===== config.mk =====
export PLATFORM = sky130hd
export DESIGN_NAME = atr_pin_switch
export DESIGN_NICKNAME = d
export VERILOG_FILES = /design/src/rtl/atr_pkg.sv /design/src/rtl/atr_regfile.sv /design/src/rtl/atr_tx_delay.sv /design/src/rtl/atr_pin_mux.sv /design/src/rtl/atr_in_sync.sv /design/src/rtl/atr_pin_switch.sv
export SDC_FILE = /design/constraint.sdc
export NUM_CORES = 1
export LEC_CHECK = 0
export ABC_AREA = 1
export BUFFER_PORTS_ARGS = -buffer_cell sky130_fd_sc_hd__buf_4
export CAP_MARGIN = 20
export CORE_MARGIN = 1
export CORE_UTILIZATION = 31
export CTS_BUF_LIST = sky130_fd_sc_hd__clkbuf_8 sky130_fd_sc_hd__clkbuf_16
export DETAILED_ROUTE_END_ITERATION = 8
export GPL_ROUTABILITY_DRIVEN = 0
export PLACE_DENSITY_LB_ADDON = 0.2
export SYNTH_ARGS = -nofsm -noshare
export SYNTH_HDL_FRONTEND = slang
export SYNTH_SLANG_ARGS = --single-unit

===== constraint.sdc =====
create_clock -name clk -period 4 [get_ports clk]
set_input_delay 0.8 -clock clk [delete_from_list [all_inputs] [get_ports clk]]
set_output_delay 0.8 -clock clk [all_outputs]
set_load 0.05 [all_outputs]

===== src/rtl/atr_pkg.sv =====
package atr_pkg;
   typedef enum logic [2:0] {
      REG_IO   = 3'd0,
      REG_OE   = 3'd1,
      REG_CTRL = 3'd2,
      REG_SEL  = 3'd3,
      REG_TXW  = 3'd4,
      REG_RXW  = 3'd5,
      REG_RISE = 3'd6,
      REG_FALL = 3'd7
   } atr_reg_e;

   localparam int ADDR_W = 3;
endpackage


===== src/rtl/atr_regfile.sv =====
module atr_regfile
   import atr_pkg::*;
#(
   parameter int NPINS  = 16,
   parameter int DATA_W = 32,
   parameter int DLY_W  = 16
) (
   input  logic              clk,
   input  logic              rst_n,
   input  logic              wr_en,
   input  logic [ADDR_W-1:0] wr_addr,
   input  logic [DATA_W-1:0] wr_data,
   input  logic [NPINS-1:0]  wr_mask,
   output logic [NPINS-1:0]  io_q,
   output logic [NPINS-1:0]  oe_q,
   output logic              en_q,
   output logic [NPINS-1:0]  sel_q,
   output logic [NPINS-1:0]  txw_q,
   output logic [NPINS-1:0]  rxw_q,
   output logic [DLY_W-1:0]  rise_q,
   output logic [DLY_W-1:0]  fall_q
);
   atr_reg_e              addr;
   logic [NPINS-1:0]      dpins;
   logic [DLY_W-1:0]      ddly;

   assign addr  = atr_reg_e'(wr_addr);
   assign dpins = wr_data[NPINS-1:0];
   assign ddly  = wr_data[DLY_W-1:0];

   always_ff @(posedge clk) begin
      if (!rst_n) begin
         io_q   <= '0;
         oe_q   <= '0;
         en_q   <= 1'b0;
         sel_q  <= '0;
         txw_q  <= '0;
         rxw_q  <= '0;
         rise_q <= '0;
         fall_q <= '0;
      end else if (wr_en) begin
         case (addr)
            REG_IO:   io_q   <= (io_q & ~wr_mask) | (dpins & wr_mask);
            REG_OE:   oe_q   <= (oe_q & ~wr_mask) | (dpins & wr_mask);
            REG_CTRL: en_q   <= wr_data[0];
            REG_SEL:  sel_q  <= dpins;
            REG_TXW:  txw_q  <= dpins;
            REG_RXW:  rxw_q  <= dpins;
            REG_RISE: rise_q <= ddly;
            REG_FALL: fall_q <= ddly;
            default:  ;
         endcase
      end
   end
endmodule


===== src/rtl/atr_tx_delay.sv =====
module atr_tx_delay #(
   parameter int DLY_W = 16
) (
   input  logic             clk,
   input  logic             rst_n,
   input  logic             fifo_ne,
   input  logic [DLY_W-1:0] rise_dly,
   input  logic [DLY_W-1:0] fall_dly,
   output logic             tx_ind
);
   logic [DLY_W-1:0] cnt;
   logic [DLY_W-1:0] target;
   logic             differ;

   assign differ = fifo_ne ^ tx_ind;
   assign target = tx_ind ? fall_dly : rise_dly;

   always_ff @(posedge clk) begin
      if (!rst_n) begin
         tx_ind <= 1'b0;
         cnt    <= '0;
      end else if (!differ) begin
         cnt    <= '0;
      end else if (cnt >= target) begin
         tx_ind <= fifo_ne;
         cnt    <= '0;
      end else begin
         cnt    <= cnt + 1'b1;
      end
   end
endmodule


===== src/rtl/atr_pin_mux.sv =====
module atr_pin_mux #(
   parameter int NPINS = 16
) (
   input  logic             en,
   input  logic             tx_ind,
   input  logic [NPINS-1:0] io_val,
   input  logic [NPINS-1:0] sel,
   input  logic [NPINS-1:0] txw,
   input  logic [NPINS-1:0] rxw,
   output logic [NPINS-1:0] pins
);
   for (genvar b = 0; b < NPINS; b++) begin : g_bit
      logic preset;
      assign preset  = tx_ind ? txw[b] : rxw[b];
      assign pins[b] = (en && sel[b]) ? preset : io_val[b];
   end
endmodule


===== src/rtl/atr_in_sync.sv =====
module atr_in_sync #(
   parameter int NPINS  = 16,
   parameter int STAGES = 2
) (
   input  logic             clk,
   input  logic             rst_n,
   input  logic [NPINS-1:0] d,
   output logic [NPINS-1:0] q
);
   logic [NPINS-1:0] chain [STAGES];

   for (genvar s = 0; s < STAGES; s++) begin : g_stage
      if (s == 0) begin : g_first
         always_ff @(posedge clk) begin
            if (!rst_n) chain[s] <= '0;
            else        chain[s] <= d;
         end
      end else begin : g_next
         always_ff @(posedge clk) begin
            if (!rst_n) chain[s] <= '0;
            else        chain[s] <= chain[s-1];
         end
      end
   end

   assign q = chain[STAGES-1];
endmodule


===== src/rtl/atr_pin_switch.sv =====
module atr_pin_switch
   import atr_pkg::*;
#(
   parameter int NPINS       = 16,
   parameter int DATA_W      = 32,
   parameter int DLY_W       = 16,
   parameter int SYNC_STAGES = 2
) (
   input  logic              clk,
   input  logic              rst_n,
   input  logic              wr_en,
   input  logic [ADDR_W-1:0] wr_addr,
   input  logic [DATA_W-1:0] wr_data,
   input  logic [NPINS-1:0]  wr_mask,
   input  logic              fifo_nonempty,
   output logic [NPINS-1:0]  pin_out,
   output logic [NPINS-1:0]  pin_oe,
   input  logic [NPINS-1:0]  pin_in,
   output logic [NPINS-1:0]  pin_in_sync
);
   if (NPINS > DATA_W) begin : g_bad_pins
      $error("NPINS must not exceed DATA_W");
   end
   if (DLY_W > DATA_W) begin : g_bad_dly
      $error("DLY_W must not exceed DATA_W");
   end
   if (SYNC_STAGES < 2) begin : g_bad_sync
      $error("SYNC_STAGES must be at least 2");
   end

   logic [NPINS-1:0] io_q, oe_q, sel_q, txw_q, rxw_q;
   logic             en_q, tx_ind;
   logic [DLY_W-1:0] rise_q, fall_q;

   atr_regfile #(.NPINS(NPINS), .DATA_W(DATA_W), .DLY_W(DLY_W)) u_regs (
      .clk(clk), .rst_n(rst_n), .wr_en(wr_en), .wr_addr(wr_addr),
      .wr_data(wr_data), .wr_mask(wr_mask),
      .io_q(io_q), .oe_q(oe_q), .en_q(en_q), .sel_q(sel_q),
      .txw_q(txw_q), .rxw_q(rxw_q), .rise_q(rise_q), .fall_q(fall_q)
   );

   atr_tx_delay #(.DLY_W(DLY_W)) u_dly (
      .clk(clk), .rst_n(rst_n), .fifo_ne(fifo_nonempty),
      .rise_dly(rise_q), .fall_dly(fall_q), .tx_ind(tx_ind)
   );

   atr_pin_mux #(.NPINS(NPINS)) u_mux (
      .en(en_q), .tx_ind(tx_ind), .io_val(io_q), .sel(sel_q),
      .txw(txw_q), .rxw(rxw_q), .pins(pin_out)
   );

   atr_in_sync #(.NPINS(NPINS), .STAGES(SYNC_STAGES)) u_sync (
      .clk(clk), .rst_n(rst_n), .d(pin_in), .q(pin_in_sync)
   );

   assign pin_oe = oe_q;
endmodule


==> impl_metrics.ini <==
[pwr]
comb_power_share_pct = 11.9
seq_power_share_pct = 46.0
p_sw_share_pct = 26.3
clkPwrFrac_pct = 42.0
power.leakage_nw = 3.67
netSwitchingPower_mw = 0.968
powerDensity_nw_per_um2 = 447
p_int_mw = 2.71
ir_worst_vdd_mv = 0.264

[sta]
post-route-min-period_ns = 3.20
fin_setup_tns_ns = 0
tightest_slew_ns = 0.738
rsz0062_at_grt = no
fmax_mhz = 312
hold_viol = 0
finalMaxSlewViolations = 0
period_share_pct = 80.1
fin_skew_ns = 0.00652
max_slew_margin_pct = 50.5
finalSetupViolCount = 0
hold_ws_ns = 0.411

[route]
totalWireLength_um = 16600
drc = 0
ant_nets = 0
firstDrtPassIters = 5
dr.first_iter.drc_count = 328
vias = 5750
wl_per_cell_um = 13.2
vias_per_cell = 4.57

[cts]
cts_tree = yes
worstSkewPairLatency_ns = 0.42
cts_hold_buf = 0
cts_made_buffers = 17
ctsRootBufferMaster = clkbuf_16
htree_levels = 4
clk_pin_slew_ns = 0.06
cts.sinks = 162
cts.repair.resized = 0
clock_path_buffers = 2
post_cts_buffers = 0

[worst_setup_path]
path_max_fanout = 18
cp_data_required_time_ns = 3.20
path_common_cell = buf_4
max_stage_delay_ns = 0.64
cp_num_buf_inv = 3
cp-start-kind = flip-flop
arrival_ns = 2.40
critPathKind = reg2out
critical-path-top-delay-family = buffers and inverters
cp-end-kind = output pin
slowest_stage = clkinv_1
cp_cell_sequence = buf_4 > clkinv_1 > o21ai_0 > o22ai_1 > buf_4

[grt]
globalRouteOverflowTotal = 0
grt_max_degree = 67
antenna_found_initial = 0
grtUsageTotal_pct = 15.5
grt_pass1_vias = 5361
grt_pass1_wl_um = 27300

[final_layout]
fill_cells = 2210
area_growth_pct = 22.1
drive_gt1_share_pct = 17.1
antenna-diode-count = 0
fin_nets = 1060

[place]
io_buffers = 102
dp_hpwl_um = 10900

[yosys]
synthFlopType = dfxtp_1
ys_seq_area_share_pct = 48.2
syn_area_um2 = 6730
synth_top_area_share_pct = 48.2
synthesis.yosys.warnings = 0
synth_top_area_cell = dfxtp_1
synthCells = 886
avgSynthCellArea_um2 = 7.60
synth_nets = 974
synth.top_cells.by_area = dfxtp_1 48%, nor2_1 12%, nand2_1 8.3%
async_reset_ff_share_pct = 0
synth_seq_cells = 162
synth_edf_count = 0
synth_cell_type_count = 30

[floorplanning]
die_width_um = 149
ios = 119
die-area_um2 = 22300
std_cell_rows = 53
start_util_pct = 31.8
core-area_um2 = 21200
fp.dieH_um = 149

[outcome]
outcome = complete, no violations

[run]
maxCapViolCount = 0

[hold_path]
hp-class = reg2reg
## cells by family after synthesis
group           synth area share, %
buf+inv                        7.13
mux                            2.23
compound gates                 11.9
simple gates                   25.4
flops                          48.2
fa+ha+maj                      3.16
xor+xnor                       1.95
## power by group through the flow
stage          Sequential [mW]  Clock, mW  Combinational, mW
2_1_floorplan             1.75          0              0.264
3_3_place_gp              1.73          0              0.444
3_5_place_dp              1.73          0              0.446
4_1_cts                   1.69       1.59              0.446
5_1_grt                   1.70       1.65              0.490
6_report                  1.69       1.55              0.438
## Yosys cell counts (13+ instances only)
cell type	count
a21oi_1	43
dfxtp_1	162
nand3_1	30
xor2_1	13
buf_2	20
nand2_1	149
inv_1	61
mux2i_1	15
o21ai_0	88
ha_1	17
nor2_1	207
clkbuf_1	13
## tightest hold or removal path: stages (launching register included)
cell and delay (ns):
dfxtp_1 0.30, nand2_1 0.04, inv_1 0.04
## path summary, 6_finish.rpt
path | end | slack (ns) | start | cells after the start
worst max-delay path | pin_out[2] | 0.80 | u_dly.tx_ind | 5
worst max register to register | u_dly.cnt[12] | 1.31 | u_dly.tx_ind | 14
worst min register to register | u_sync.chain[1][10] | 0.41 | u_sync.chain[0][10] | 2
worst min-delay path | u_sync.chain[1][10] | 0.41 | u_sync.chain[0][10] | 2
## placed cells by master, fill, tap and decap left out, types with 3 or more instances in the layout
cell type / synthesis / layout
a22oi_1: 3 / 3
mux2i_1: 15 / 15
a21oi_1: 43 / 43
inv_2: 11 / 11
nor2_2: 6 / 6
nand3_1: 30 / 30
nand3_2: 3 / 3
o21ai_0: 88 / 88
xor2_1: 13 / 13
clkinv_2: 0 / 3
clkbuf_8: 0 / 3
ha_1: 17 / 17
buf_4: 2 / 106
inv_1: 61 / 62
nor2_1: 207 / 207
dfxtp_1: 162 / 162
o31ai_1: 9 / 9
nand2_2: 3 / 3
clkinvlp_4: 0 / 4
o22ai_1: 4 / 4
nor2_4: 9 / 9
clkbuf_16: 0 / 17
nand2_1: 149 / 149
o21ai_1: 5 / 5
## through the flow
step | util [%] | total power [mW] | cells | setup WS (ns) | cell area, µm²
2_1_floorplan | - | 2.01 | 886 | 1.24 | 6730
3_3_place_gp | 36.3 | 2.17 | 1228 | 1.23 | 7670
3_5_place_dp | 36.3 | 2.17 | 1228 | 1.22 | 7670
4_1_cts | 38.9 | 3.73 | 1258 | 0.768 | 8230
5_1_grt | 38.9 | 3.83 | 1258 | 0.592 | 8230
6_report | 38.9 | 3.68 | 1258 | 0.796 | 8230
## cell type report
class | count | area, µm² | area share (%)
inverter | 74 | 278 | 3.38
tap | 275 | 344 | 4.18
multi-input combinational | 611 | 3010 | 36.6
timing repair buffer | 106 | 796 | 9.67
clock buffer | 20 | 467 | 5.67
sequential | 162 | 3240 | 39.4
clock inverter | 10 | 87.6 | 1.06
## layer usage
metal / vias up / share of wire [%] / global-route usage [%]
met5: - / 0 / 0
met2: 136 / 47 / 25.2
met1: 2616 / 47 / 20.4
li1: 2988 / - / -
met4: 0 / 0.72 / 4.74
met3: 10 / 4.9 / 3.36
(Power assumes the default switching activity.)
